--- src/rtl/pwr_seq_pkg.sv ---
// Package: shared state encoding for the low-power sequencer.
// Assumes the 3-bit codes below are decoded by neighbouring logic,
// so the values are fixed and must not be renumbered.
package pwr_seq_pkg;

    localparam int STATE_W = 3;

    typedef enum logic [STATE_W-1:0] {
        ST_NORM = 3'd0,
        ST_AHLT = 3'd1,
        ST_SGNT = 3'd2,
        ST_HGSN = 3'd3,
        ST_SLP  = 3'd4,
        ST_DSLP = 3'd5
    } pstate_t;

    // True in the two states where the processor ignores outside traffic.
    function automatic logic is_asleep(pstate_t s);
        return (s == ST_SLP) || (s == ST_DSLP);
    endfunction

endpackage

--- src/rtl/pwr_stab_timer.sv ---
// Module: settling-interval counter for the clock-generator lock time.
// Counts consecutive cycles in which `run` is high. `done` pulses in the
// cycle that completes STAB_CYCLES of them. Dropping `run` clears the count.
// Assumes STAB_CYCLES >= 1.
module pwr_stab_timer #(
    parameter int STAB_CYCLES = 100000
) (
    input  logic clk,
    input  logic rst_n,
    input  logic run,
    output logic done
);
    localparam int CW = (STAB_CYCLES > 1) ? $clog2(STAB_CYCLES) : 1;
    localparam logic [CW-1:0] LAST = CW'(STAB_CYCLES - 1);

    logic [CW-1:0] cnt;

    // Terminal count is reached while the bus clock is still running.
    assign done = run && (cnt == LAST);

    // Advance while run is high, and restart on a gap or on completion.
    always_ff @(posedge clk) begin
        if (!rst_n || !run || done) begin
            cnt <= '0;
        end else begin
            cnt <= cnt + 1'b1;
        end
    end

endmodule

--- src/rtl/pwr_state_fsm.sv ---
// Module: power-state register and next-state logic.
// Remembers which quiescent state a snoop interrupted, so that it can
// return there. Assumes snoop_req is held high for the whole snoop.
module pwr_state_fsm
    import pwr_seq_pkg::*;
(
    input  logic    clk,
    input  logic    rst_n,
    input  logic    halt_req,
    input  logic    stpgnt_req,
    input  logic    sleep_n,
    input  logic    bclk_run,
    input  logic    snoop_req,
    input  logic    intr_req,
    input  logic    stab_done,
    output pstate_t cur
);
    pstate_t nxt;
    pstate_t ret_q;
    pstate_t ret_d;

    // Next state and snoop-return target, from the current state and inputs.
    always_comb begin
        nxt   = cur;
        ret_d = ret_q;
        case (cur)
            ST_NORM: begin
                if (stpgnt_req) begin
                    nxt = ST_SGNT;
                end else if (halt_req) begin
                    nxt = ST_AHLT;
                end
            end
            ST_AHLT: begin
                if (snoop_req) begin
                    nxt   = ST_HGSN;
                    ret_d = ST_AHLT;
                end else if (intr_req) begin
                    nxt = ST_NORM;
                end
            end
            ST_SGNT: begin
                if (snoop_req) begin
                    nxt   = ST_HGSN;
                    ret_d = ST_SGNT;
                end else if (!sleep_n) begin
                    nxt = ST_SLP;
                end else if (!stpgnt_req) begin
                    nxt = ST_NORM;
                end
            end
            ST_HGSN: begin
                if (!snoop_req) begin
                    nxt = ret_q;
                end
            end
            ST_SLP: begin
                if (!bclk_run) begin
                    nxt = ST_DSLP;
                end else if (sleep_n) begin
                    nxt = ST_SGNT;
                end
            end
            ST_DSLP: begin
                if (stab_done) begin
                    nxt = ST_SLP;
                end
            end
            default: nxt = ST_NORM;
        endcase
    end

    // State and return-target registers.
    always_ff @(posedge clk) begin
        if (!rst_n) begin
            cur   <= ST_NORM;
            ret_q <= ST_AHLT;
        end else begin
            cur   <= nxt;
            ret_q <= ret_d;
        end
    end

endmodule

--- src/rtl/pwr_out_decode.sv ---
// Module: per-state gating flags.
// Purely combinational from the registered state, so every flag changes
// on the same edge as the state code.
module pwr_out_decode
    import pwr_seq_pkg::*;
(
    input  pwr_seq_pkg::pstate_t cur,
    output logic    cache_clk_en,
    output logic    snoop_ack,
    output logic    intr_ack,
    output logic    picclk_stop_ok
);
    // Decode the gating flags from the state.
    always_comb begin
        cache_clk_en   = (cur != ST_DSLP);
        snoop_ack      = (cur == ST_NORM) || (cur == ST_HGSN);
        intr_ack       = !is_asleep(cur);
        picclk_stop_ok = is_asleep(cur);
    end

endmodule

--- src/rtl/pwr_viol_mon.sv ---
// Module: sticky monitor for illegal bus activity during Deep Sleep.
// Watches the snoop and interrupt requests and sleep-pin edges while
// in_dslp is high. Only a reset clears the flag.
module pwr_viol_mon (
    input  logic clk,
    input  logic rst_n,
    input  logic in_dslp,
    input  logic snoop_req,
    input  logic intr_req,
    input  logic sleep_n,
    output logic viol
);
    logic sleep_q;
    logic event_seen;

    // Any request, or any change of the sleep pin level.
    assign event_seen = snoop_req || intr_req || (sleep_n != sleep_q);

    // Track the previous sleep-pin level and accumulate the sticky flag.
    always_ff @(posedge clk) begin
        if (!rst_n) begin
            sleep_q <= 1'b1;
            viol    <= 1'b0;
        end else begin
            sleep_q <= sleep_n;
            viol    <= viol || (in_dslp && event_seen);
        end
    end

endmodule

--- src/rtl/pwr_state_seq.sv ---
// Module: top of the low-power state sequencer.
// Ties together the state machine, the settling timer, the output decode
// and the violation monitor. STAB_CYCLES is the settling time in reference
// cycles. The default is 1 ms at 100 MHz.
module pwr_state_seq
    import pwr_seq_pkg::*;
#(
    parameter int STAB_CYCLES = 100000
) (
    input  logic       clk,
    input  logic       rst_n,
    input  logic       halt_req,
    input  logic       stpgnt_req,
    input  logic       sleep_n,
    input  logic       bclk_run,
    input  logic       snoop_req,
    input  logic       intr_req,
    output logic [2:0] state_code,
    output logic       cache_clk_en,
    output logic       snoop_ack,
    output logic       intr_ack,
    output logic       picclk_stop_ok,
    output logic       proto_viol
);
    pstate_t cur;
    logic    in_dslp;
    logic    stab_done;

    assign in_dslp    = (cur == ST_DSLP);
    assign state_code = cur;

    pwr_stab_timer #(.STAB_CYCLES(STAB_CYCLES)) u_timer (
        .clk   (clk),
        .rst_n (rst_n),
        .run   (in_dslp && bclk_run),
        .done  (stab_done)
    );

    pwr_state_fsm u_fsm (
        .clk        (clk),
        .rst_n      (rst_n),
        .halt_req   (halt_req),
        .stpgnt_req (stpgnt_req),
        .sleep_n    (sleep_n),
        .bclk_run   (bclk_run),
        .snoop_req  (snoop_req),
        .intr_req   (intr_req),
        .stab_done  (stab_done),
        .cur        (cur)
    );

    pwr_out_decode u_dec (
        .cur            (cur),
        .cache_clk_en   (cache_clk_en),
        .snoop_ack      (snoop_ack),
        .intr_ack       (intr_ack),
        .picclk_stop_ok (picclk_stop_ok)
    );

    pwr_viol_mon u_viol (
        .clk       (clk),
        .rst_n     (rst_n),
        .in_dslp   (in_dslp),
        .snoop_req (snoop_req),
        .intr_req  (intr_req),
        .sleep_n   (sleep_n),
        .viol      (proto_viol)
    );

endmodule

--- config.mk ---
export PLATFORM = sky130hd
export DESIGN_NAME = pwr_state_seq
export DESIGN_NICKNAME = d
export VERILOG_FILES = /design/src/rtl/pwr_seq_pkg.sv /design/src/rtl/pwr_stab_timer.sv /design/src/rtl/pwr_state_fsm.sv /design/src/rtl/pwr_out_decode.sv /design/src/rtl/pwr_viol_mon.sv /design/src/rtl/pwr_state_seq.sv
export SDC_FILE = /design/constraint.sdc
export NUM_CORES = 1
export LEC_CHECK = 0
export ABC_AREA = 1
export CAP_MARGIN = 20
export CORE_MARGIN = 1.5
export CORE_UTILIZATION = 45
export DETAILED_ROUTE_END_ITERATION = 6
export PLACE_DENSITY = 0.78
export SLEW_MARGIN = 10
export SYNTH_ARGS = -nofsm -noshare
export SYNTH_HDL_FRONTEND = slang
export SYNTH_SLANG_ARGS = --single-unit
--- constraint.sdc ---
create_clock -name clk -period 3.1 [get_ports clk]
set_input_delay 0.465 -clock clk [delete_from_list [all_inputs] [get_ports clk]]
set_output_delay 0.465 -clock clk [all_outputs]
set_load 0.02 [all_outputs]
=== After elaboration in Yosys (flattened, before gate mapping) ===
Cells that the tools add are included.

* Add/sub/neg operators: 1
* Equality and inequality tests: 16
* Muxes and demuxes: 15
* Reduce and logical (&&, ||, !) cells: 17

{| class="wikitable"
|+ Operators by type and width
! cell !! number
|-
| two-way mux 3 bit || 13
|-
| one-hot mux 3 bit (6 select lines) || 1
|-
| adder 17 x 1 -> 17 bit, second input constant || 1
|-
| equality test 17 bit, second input constant || 1
|-
| != test 3 bit, second input constant || 4
|-
| logical OR 1 bit || 7
|-
| equality test 3 x 2 -> 1 bit, second input constant || 2
|-
| equality test 3 bit, second input constant || 2
|-
| != test 2 bit, second input constant || 3
|-
| one-hot mux 3 bit (2 select lines) || 1
|-
| AND reduction 6 bit || 1
|-
| != test 4 bit, second input constant || 1
|-
| equality test 3 x 1 -> 1 bit, second input constant || 1
|-
| logical AND 1 bit || 3
|-
| zero test 1 bit || 3
|-
| zero test 3 bit || 1
|-
| AND reduction 3 bit || 1
|-
| != test 2 x 1 -> 1 bit, second input constant || 1
|-
| nonzero test 2 bit || 1
|-
| != test 1 bit || 1
|}

* Register bits after elaboration: 25

=== Logic depth before layout (Yosys ltp) ===
Gate-level depths: netlist (run 1).

* Depth in word-level cells: 5
* Gate-level depth with buffers: 10
* Gate-level depth less buffers: 10

=== Modules after synthesis ===
Synthesis (run 1) repeated with hierarchy kept, for this count alone.

* Cells, all modules: 228
* Area, all modules: 1471.4 µm²

{| class="wikitable"
|+ Modules (own cells, without submodules)
! module !! times used !! cells each !! area each (µm²) !! sequential area each (µm²)
|-
| pwr_stab_timer || 1 || 138 || 919.6 || 340.3
|-
| pwr_state_fsm || 1 || 64 || 402.9 || 100.1
|-
| pwr_viol_mon || 1 || 13 || 87.6 || 40.0
|-
| pwr_out_decode || 1 || 8 || 33.8 || 0.0
|-
| pwr_state_seq || 1 || 5 || 27.5 || 0.0
|}

=== Worst setup path before layout (run 1) ===
Ideal clock, no wire load.

* Path kind: reg2reg
* From: register u_fsm.cur[0]
* To: register u_timer.cnt[16]
* Data arrival time: 1.380 ns
* Required time: 2.981 ns
* Slack: 1.601 ns
* Stages on the path, launching flop included: 10
* Path buffers: 2
* Path through: dfxtp_1 > buf_4 > inv_1 > nor2_1 > nand3_1 > nor2_1 > nand2_1 > nand4_4 > buf_6 > nor2_4

* Longest elaborated chain between the ends: 5

{| class="wikitable"
|+ Ends and longest elaborated chain
! element !! RTL line !! RTL
|-
| from (decl) || pwr_state_fsm.sv:16 || <nowiki>output pstate_t cur</nowiki>
|-
| from (signal assigned) || pwr_state_fsm.sv:79 || <nowiki>cur <= nxt;</nowiki>
|-
| equality test 3 bit * || pwr_state_seq.sv:29 || <nowiki>assign in_dslp = (cur == ST_DSLP);</nowiki>
|-
| logical AND 1 bit * || pwr_state_seq.sv:35 || <nowiki>.run (in_dslp && bclk_run),</nowiki>
|-
| zero test 1 bit || pwr_stab_timer.sv:23 || <nowiki>if (!rst_n || !run || done) begin</nowiki>
|-
| logical OR 1 bit || pwr_stab_timer.sv:23 ||
|-
| logical OR 1 bit * || pwr_stab_timer.sv:23 ||
|-
| to (signal assigned) || pwr_stab_timer.sv:26 || <nowiki>cnt <= cnt + 1'b1;</nowiki>
|-
| to (decl) || pwr_stab_timer.sv:16 || <nowiki>logic [CW-1:0] cnt;</nowiki>
|}

Every way passes the cells marked *; elsewhere a longest branch is shown, timed or not.
A chain may end at the register's enable or synchronous reset.

=== Final worst setup path (run 1) ===
* From: register u_fsm.cur[1]
* To: output snoop_ack

* Longest elaborated chain between the ends: 2

{| class="wikitable"
|+ Ends and longest elaborated chain
! element !! RTL line !! RTL
|-
| equality test 3 x 2 -> 1 bit or zero test 3 bit (tied branches) || pwr_out_decode.sv:16 || <nowiki>snoop_ack = (cur == ST_NORM) || (cur == ST_HGSN);</nowiki>
|-
| logical OR 1 bit * || pwr_out_decode.sv:16 ||
|-
| to (decl) || pwr_state_seq.sv:20 || <nowiki>output logic snoop_ack,</nowiki>
|}

Marked as above.

==> impl_metrics.yaml, run 1 <==
min_path:
  whs_path_depth: 2
  holdCritStartpoint: "u_viol.viol"
  worst_hold_path_type: "reg -> reg"
  min_to: "u_viol.viol"
logic_synthesis:
  synth-warning-count: 0
  synth.area.top_cells: "dfxtp_1 (36%), nand2_1 (8.8%), nor2_1 (8.5%)"
  synth_top_area_frac: 0.362
  synth-seq-cells: 24
  yosysSeqAreaShare: 0.362
  synth_cells: 188
  synth.avg_cell_area_um2: 7.06
  synth_nets: 197
  synth.distinct_cells: 23
  syn_area_um2: 1330
  synth_top_area_cell: "dfxtp_1"
worst_setup_path:
  cp_max_fo: 11
  rrSetupSlack_ps: 1420
  cp.arrival_ps: 1810
  r2r-start: "u_fsm.cur[1]"
  worst_r2r_endpoint: "u_timer.cnt[2]"
  cp.required_ps: 2630
  crit_slowest_cell: "dfxtp_1"
  start_kind: "register"
  crit_buf_inv: 1
  reg2reg_depth: 6
  crit_chain: "nand3_1, nand2_1, clkdlybuf4s50_1"
  worst_setup_path_end_kind: "primary output"
  max_stage_delay_ps: 660
  cp_top_family: "flip-flops"
  critPathKind: "reg -> out"
placed_design:
  numPortBuffers: 15
  detailed_place_hpwl_um: 1930
  place_congestion: 0.906
  place_area_um2: 1490
sta:
  finClkSkew_ps: 3.76
  finalSetupTns_ps: 0
  slew_headroom: 0.664
  tightest_slew_ps: 503
  slew_violations: 0
  setup_violations: 0
  rsz0062_at_grt: "no"
  hold_violations: 0
  min_period_over_period: 0.735
  layout_min_cycle_time_ps: 2280
  timing.fmax_mhz: 439
power:
  p_leak_uw: 0.000560
  pwr_density_cell_nw_per_um2: 607
  ir_drop_uv: 561
  power.share.switching: 0.396
  switchingPower_uw: 367
  p_clk_frac: 0.177
  sequentialPowerShare: 0.428
  internal-power_uw: 559
  p_comb_frac: 0.395
global_route:
  grt_max_degree: 18
  grt_pass1_vias: 1052
  gr-total-overflow: 0
  grt_pass1_wl_um: 4450
  antenna_found_initial: 0
  grt_usage: 0.172
clocking:
  cts.path.max_buffers: 2
  clock_sinks: 24
  clkTransAtPathRegs_ps: 130
  cts.hold.buffers_added: 0
  cts_tree: "built"
  cts-root-buf: "clkbuf_4"
  cts_setup_buffers: 0
  clkLatencyLatePin_ps: 310
  cts_resized: 0
  cts_buffers: 3
  htree_levels: 1
floorplan:
  die_w_um: 57.3
  die_h_um: 57.3
  core_area_um2: 2780
  placementRows: 19
  dieArea_um2: 3290
  io_pins: 16
  start_util: 0.477
detailed_routing:
  drt-initial-drc-count: 23
  firstDrtPassIters: 4
  wl_met1_um: 1270
  wl_per_cell_um: 10.9
  top_layer_used: "met4"
  wl_met3_um: 137
  route.detailed.drc: 0
  viasPerCell: 4.99
  routed_wirelength_um: 2560
  antenna_left: 0
  route.met2.wl_um: 1130
  vias: 1172
finish:
  fill_cells: 278
  final_area_um2: 1530
  area_delta_synth_final_pct: 15.0
  nets: 214
  regArea_um2: 480
  drive_above_1_share: 0.118
  final_common_cell: "nand2_1"
  diodes: 0
  layout_common_cells: "nand2_1 (31), nor2_1 (30), dfxtp_1 (24), inv_1 (22), nand3_1 (19)"
  multi_input_area_um2: 726
outcome:
  outcome: "completed"
flow_run:
  maxCapViolations: 0
[worst max path at each step]
stage	start	to	cells after the start
finish	u_fsm.cur[1]	snoop_ack	3
detailed placement	bclk_run	u_timer.cnt[2]	6
global placement	u_fsm.cur[1]	snoop_ack	3
floorplan	u_fsm.cur[0]	u_timer.cnt[16]	9
CTS	u_fsm.cur[1]	snoop_ack	3
global route	u_fsm.cur[1]	snoop_ack	3
[per-stage QoR]
stage,total power [uW],utilization,hold WS (ps),std cells,worst slack (ps)
6_report,926,0.549,465,235,823
2_1_floorplan,646,-,427,188,1600
4_1_cts,933,0.549,465,235,804
3_3_place_gp,766,0.536,441,231,1190
5_1_grt,998,0.549,495,235,661
3_5_place_dp,765,0.536,443,231,1190
[flip-flops by register name (all words and copies together) (netlist names)]
register,flops
u_viol.viol,1
u_fsm.ret_q,2
u_viol.sleep_q,1
u_fsm.cur,3
u_timer.cnt,17
[worst reg2reg max path, delay by kind of cell, from the launching register on]
kind | cells | cell delay (ps)
DFF | 1 | 660
and+or+nand+nor | 6 | 950
[per-layer routing]
metal,vias up,GRT usage
met5,-,0
met4,0,0.0698
met3,2,0.0454
met2,32,0.259
met1,503,0.234
li1,635,-
[power by group through the flow]
stage               Combinational, uW  Sequential, uW  Clock (uW)
detailed placement                365             400           0
global placement                  365             401           0
finish                            366             396         164
global route                      410             403         184
CTS                               365             395         172
floorplan                         263             382           0
[layout make-up]
cell class                      count  share of cell area
Clock buffer                        4              0.0238
Inverter                           25              0.0623
Multi-Input combinational cell    136               0.475
Sequential cell                    24               0.315
Tap cell                           31              0.0254
Timing Repair Buffer               15              0.0984
[cells in the mapped netlist]
cell and n:
nand2_1 31, nor2_1 30, dfxtp_1 24, inv_1 22, nand3_1 19, nor2_2 13, nor3_1 8, xor2_1 8
nand4_1 7, o21ai_0 6, a21oi_1 4, xnor2_1 3, buf_4 2, inv_2 2, buf_6 1, clkinv_2 1
ha_1 1, nand2_4 1, nand4_4 1, nor2_4 1, nor2_8 1, o31ai_1 1, or2_1 1
[kinds of logic after synthesis]
family | share of synthesized area
fa+ha+maj | 0.00942
buf+inv | 0.0914
compound gates | 0.0434
flops | 0.362
simple gates | 0.421
xor+xnor | 0.0726
No activity file was read; power rests on OpenSTA's default activity.
==> run 2, diff against run 1 <==
--- a/config.mk
+++ b/config.mk
@@ -10,7 +10,7 @@
 export CORE_MARGIN = 1.5
 export CORE_UTILIZATION = 45
 export DETAILED_ROUTE_END_ITERATION = 6
-export PLACE_DENSITY = 0.78
+export PLACE_DENSITY = 0.8
 export SLEW_MARGIN = 10
 export SYNTH_ARGS = -nofsm -noshare
 export SYNTH_HDL_FRONTEND = slang
==> constraint.sdc (replaced) <==
create_clock -name clk -period 1.9 [get_ports clk]
set_input_delay 0.285 -clock clk [delete_from_list [all_inputs] [get_ports clk]]
set_output_delay 0.285 -clock clk [all_outputs]
set_load 0.02 [all_outputs]
==> run 2 against run 1 <==
Effect of this change: sequential power grew 55%; non-clock buffer count grew 4; clock power rose by 130%; largest power group is now combinational logic; wire length rose by 5.3%; core utilization is 1.7 points higher; global-route usage grew 0.23 points; largest cell class unchanged; register-to-register slack worse by 1200 ps; cell area rose by 3.1%; via count is 3.6% higher; first-iteration DRC count up 100%; clock skew increased by 8.7 ps.
==> impl_metrics.yaml, run 2 (synthesis gave the netlist of run 1 again) <==
outcome:
  outcome: "completed"
finish:
  largest_reg_flops: 17
  final_common_cell: "nand2_1"
  reg_top3: "u_timer.cnt: 17 flops, u_fsm.cur: 3 flops, u_fsm.ret_q: 2 flops"
  diodes: 0
  nets: 218
  final_util: 0.566
  largest-register: "u_timer.cnt"
  drive_above_1_share: 0.144
  layout_common_cells: "nand2_1 (31), nor2_1 (30), inv_1 (22), dfxtp_1 (22), nand3_1 (19)"
  area_delta_synth_final_pct: 18.6
sta:
  rsz0062_at_grt: "no"
  layout_min_cycle_time_ps: 1830
  setup_violations: 0
  tightest_slew_ps: 362
  slew_violations: 0
  min_period_over_period: 0.962
  hold_violations: 0
  finClkSkew_ps: 12.4
  slew_headroom: 0.758
  timing.fmax_mhz: 547
  finalSetupTns_ps: 0
detailed_routing:
  antenna_left: 0
  vias: 1214
  firstDrtPassIters: 4
  route.detailed.drc: 0
  viasPerCell: 5.08
  drt-initial-drc-count: 47
  wl_per_cell_um: 11.3
  routed_wirelength_um: 2700
global_route:
  grt_usage: 0.174
  grt_pass1_wl_um: 4550
  antenna_found_initial: 0
  grt_pass1_vias: 1069
  grt_max_degree: 18
  gr-total-overflow: 0
placed_design:
  numPortBuffers: 15
  place_congestion: 0.860
  detailed_place_hpwl_um: 2130
clocking:
  clkLatencyLatePin_ps: 320
  cts_setup_buffers: 0
  cts.path.max_buffers: 2
  clock_sinks: 24
  cts_tree: "built"
  htree_levels: 1
  cts-root-buf: "clkbuf_4"
  cts_buffers: 3
  clkTransAtPathRegs_ps: 140
worst_setup_path:
  worst_r2r_endpoint: "u_timer.cnt[2]"
  r2r-start: "u_timer.cnt[0]"
  cp.arrival_ps: 1540
  critPathLaunch: "u_fsm.cur[2]"
  reg2reg_depth: 8
  cp.required_ps: 1620
  worst_setup_path_end_kind: "primary output"
  critPathKind: "reg -> out"
  cp_max_fo: 7
  rrSetupSlack_ps: 270
  start_kind: "register"
power:
  p_leak_uw: 0.000589
  pwr_density_cell_nw_per_um2: 1050
  ir_drop_uv: 934
  total_power_uw: 1650
min_path:
  min_to: "u_viol.viol"
  whs_path_depth: 2
  worst_hold_path_type: "reg -> reg"
  holdCritStartpoint: "u_viol.viol"
floorplan:
  dieArea_um2: 3290
  placementRows: 19
  start_util: 0.477
  core_area_um2: 2780
  die_h_um: 57.3
  die_w_um: 57.3
  io_pins: 16
flow_run:
  maxCapViolations: 0
run 2: cell types whose count changed in the layout (fill, tap and decap cells not counted):
cell	delta
dlygate4sd2_1	+1
clkdlybuf4s50_1	-1
dfxtp_1	-2
clkbuf_8	-1
bufinv_16	+1
buf_4	+4
dfxtp_2	+2
run 2: critical path: stages, from the launching register on:
cell	delay [ps]
dfxtp_1	340
inv_2	160
nor2_8	50
nand2_4	80
clkdlybuf4s50_1	600
run 2: how the worst max path moves through the flow:
stage | to | slack, ps
6_report | cache_clk_en | 70
5_1_grt | cache_clk_en | 4
4_1_cts | state_code[0] | 40
3_5_place_dp | u_timer.cnt[2] | 170
3_3_place_gp | snoop_ack | 240
2_1_floorplan | u_timer.cnt[16] | 400
run 2: per-layer routing:
metal  vias up  track usage  share of wire
met2        17        0.287           0.47
met4         0       0.0532          0.012
met5         -            0              0
met3         4       0.0249          0.031
li1        641            -              -
met1       552        0.237           0.48
run 2: cell type report:
cell class / instances / area (um2)
fillers: 267 / 1210
multi-input cells: 136 / 726
flip-flops and latches: 24 / 483
repair buffers: 19 / 179
inverters: 25 / 95.1
well taps: 31 / 38.8
clock inverters: 1 / 30.0
clock buffers: 3 / 22.5
run 2: timing repair:
action	CTS	global route
setup endpoints to repair	3	2
gates resized for setup	2	1
hold buffers	0	0
run 2: per-stage QoR:
| step | hold WS [ps] | std cells | area, um2 | setup WS (ps) |
|---|---|---|---|---|
| 6_report | 465 | 239 | 1570 | 72.0 |
| 5_1_grt | 493 | 239 | 1570 | 3.85 |
| 4_1_cts | 468 | 239 | 1570 | 43.2 |
| 3_5_place_dp | 444 | 235 | 1520 | 171 |
| 3_3_place_gp | 442 | 235 | 1520 | 241 |
| 2_1_floorplan | 354 | 188 | 1330 | 401 |
run 2: power breakdown:
part           switching [uW]  internal, uW  total [uW]  leakage, uW
Clock                     157           213         370    0.0000279
Combinational             392           272         664     0.000366
Sequential               64.2           550         614     0.000195
==> run 3, diff against run 2 <==
--- a/config.mk
+++ b/config.mk
@@ -8,9 +8,9 @@
 export ABC_AREA = 1
 export CAP_MARGIN = 20
 export CORE_MARGIN = 1.5
-export CORE_UTILIZATION = 45
+export CORE_UTILIZATION = 54
 export DETAILED_ROUTE_END_ITERATION = 6
-export PLACE_DENSITY = 0.8
+export PLACE_DENSITY = 0.89
 export SLEW_MARGIN = 10
 export SYNTH_ARGS = -nofsm -noshare
 export SYNTH_HDL_FRONTEND = slang
==> constraint.sdc (replaced) <==
create_clock -name clk -period 1.7 [get_ports clk]
set_input_delay 0.255 -clock clk [delete_from_list [all_inputs] [get_ports clk]]
set_output_delay 0.255 -clock clk [all_outputs]
set_load 0.02 [all_outputs]
==> run 3 against run 2 <==
Effect of this change: count of clock-buffer cells in the layout grew 1; cell area grew 0.72%; clock power shrank 18%; total power grew 7.5%; die area shrank 16%; non-clock buffer count grew 3; flip-flop and latch count is the same; register-to-register slack lost 100 ps.
==> impl_metrics.yaml, run 3 (synthesis gave the netlist of run 1 again) <==
outcome:
  outcome: "completed"
finish:
  multi_input_area_um2: 728
  diodes: 0
  final_common_cell: "nand2_1"
  drive_above_1_share: 0.161
  reg_top3: "u_timer.cnt: 17 flops, u_fsm.cur: 3 flops, u_fsm.ret_q: 2 flops"
  regArea_um2: 483
  nets: 221
  final_area_um2: 1590
  largest_reg_flops: 17
  largest-register: "u_timer.cnt"
  layout_common_cells: "nand2_1 (31), nor2_1 (29), inv_1 (22), dfxtp_1 (22), nand3_1 (19)"
  area_delta_synth_final_pct: 19.4
  fill_cells: 187
  final_util: 0.697
worst_setup_path:
  critPathKind: "reg -> out"
  start_kind: "register"
  reg2reg_depth: 10
  cp_max_fo: 4
  r2r-start: "u_timer.cnt[0]"
  rrSetupSlack_ps: 170
  worst_r2r_endpoint: "u_fsm.cur[2]"
  critPathLaunch: "u_fsm.cur[1]"
  cp.required_ps: 1440
  cp.arrival_ps: 1390
  crit_end: "cache_clk_en"
  worst_setup_path_end_kind: "primary output"
global_route:
  grt_pass1_wl_um: 4830
  grt_usage: 0.239
  grt_pass1_vias: 1158
  antenna_found_initial: 0
  grt_max_degree: 18
  gr-total-overflow: 0
floorplan:
  die_w_um: 52.6
  start_util: 0.583
  placementRows: 17
  die_h_um: 52.6
  dieArea_um2: 2760
  io_pins: 16
  core_area_um2: 2280
detailed_routing:
  firstDrtPassIters: 4
  antenna_left: 0
  drt-initial-drc-count: 34
  routed_wirelength_um: 2900
  wl_per_cell_um: 12.1
  route.detailed.drc: 0
  vias: 1274
  viasPerCell: 5.33
placed_design:
  numPortBuffers: 15
  detailed_place_hpwl_um: 2260
  place_congestion: 0.969
  place_area_um2: 1550
clocking:
  clkTransAtPathRegs_ps: 130
  clock_sinks: 24
  htree_levels: 1
  cts.path.max_buffers: 2
  cts_tree: "built"
  cts_buffers: 3
  clkLatencyLatePin_ps: 320
  cts-root-buf: "clkbuf_4"
sta:
  timing.fmax_mhz: 607
  slew_violations: 0
  setup_violations: 0
  tightest_slew_ps: 291
  finalSetupTns_ps: 0
  layout_min_cycle_time_ps: 1650
  finClkSkew_ps: 6.75
  min_period_over_period: 0.969
  hold_violations: 0
  slew_headroom: 0.804
  rsz0062_at_grt: "no"
min_path:
  worst_hold_path_type: "reg -> reg"
  holdCritStartpoint: "u_timer.cnt[0]"
power:
  pwr_density_cell_nw_per_um2: 1120
  ir_drop_uv: 1050
  p_leak_uw: 0.000611
flow_run:
  maxCapViolations: 0
run 3: metal layers:
metal	vias up	wire length, um	global-route usage	part of all wire
met4	0	47	0.107	0.016
met2	53	1430	0.417	0.49
met5	-	0	0	0
met1	569	1270	0.288	0.44
met3	7	151	0.0343	0.052
li1	645	-	-	-
run 3: what timing repair did:
item / 4_1_cts / 5_1_grt
hold buffers: 0 / 0
setup buffers: 0 / 0
gates resized for setup: 7 / 2
cloned: 0 / 0
endpoints found under the setup margin: 7 / 2
pin swaps: 0 / 0
run 3: layout make-up:
type                            instances  area share
Tap cell                               28      0.0221
Multi-Input combinational cell        136       0.459
Sequential cell                        24       0.305
Timing Repair Buffer                   22       0.131
Clock buffer                            4      0.0229
Inverter                               25      0.0600
run 3: worst min path at each step:
stage,endpoint,cells past startpoint
finish,u_timer.cnt[0],1
global route,u_timer.cnt[0],1
CTS,u_timer.cnt[0],1
detailed placement,u_timer.cnt[0],1
global placement,u_timer.cnt[0],1
floorplan,u_viol.sleep_q,1
run 3: metrics by stage:
| stage | hold slack (ps) | total power [uW] | setup slack, ps | instances |
|---|---|---|---|---|
| final | 434 | 1770 | 53.2 | 239 |
| after global placement | 436 | 1480 | 102 | 235 |
| after global routing | 449 | 1880 | 7.25 | 239 |
| after CTS | 478 | 1750 | 65.4 | 239 |
| after floorplan | 324 | 1180 | 201 | 188 |
| after detailed placement | 459 | 1500 | 81.2 | 235 |
run 3: report_power, final:
group	switching, uW	internal, uW	total, uW	leakage (uW)
sequential	53.8	612	666	0.000195
clock	173	131	304	0.0000210
combinational	490	313	802	0.000394
total	717	1060	1770	0.000611
run 3: worst max-delay path: stages, from the launching register on:
cell and delay, ps:
dfxtp_1 430, buf_4 170, nor2_8 50, nand2_4 70, dlygate4sd2_1 350
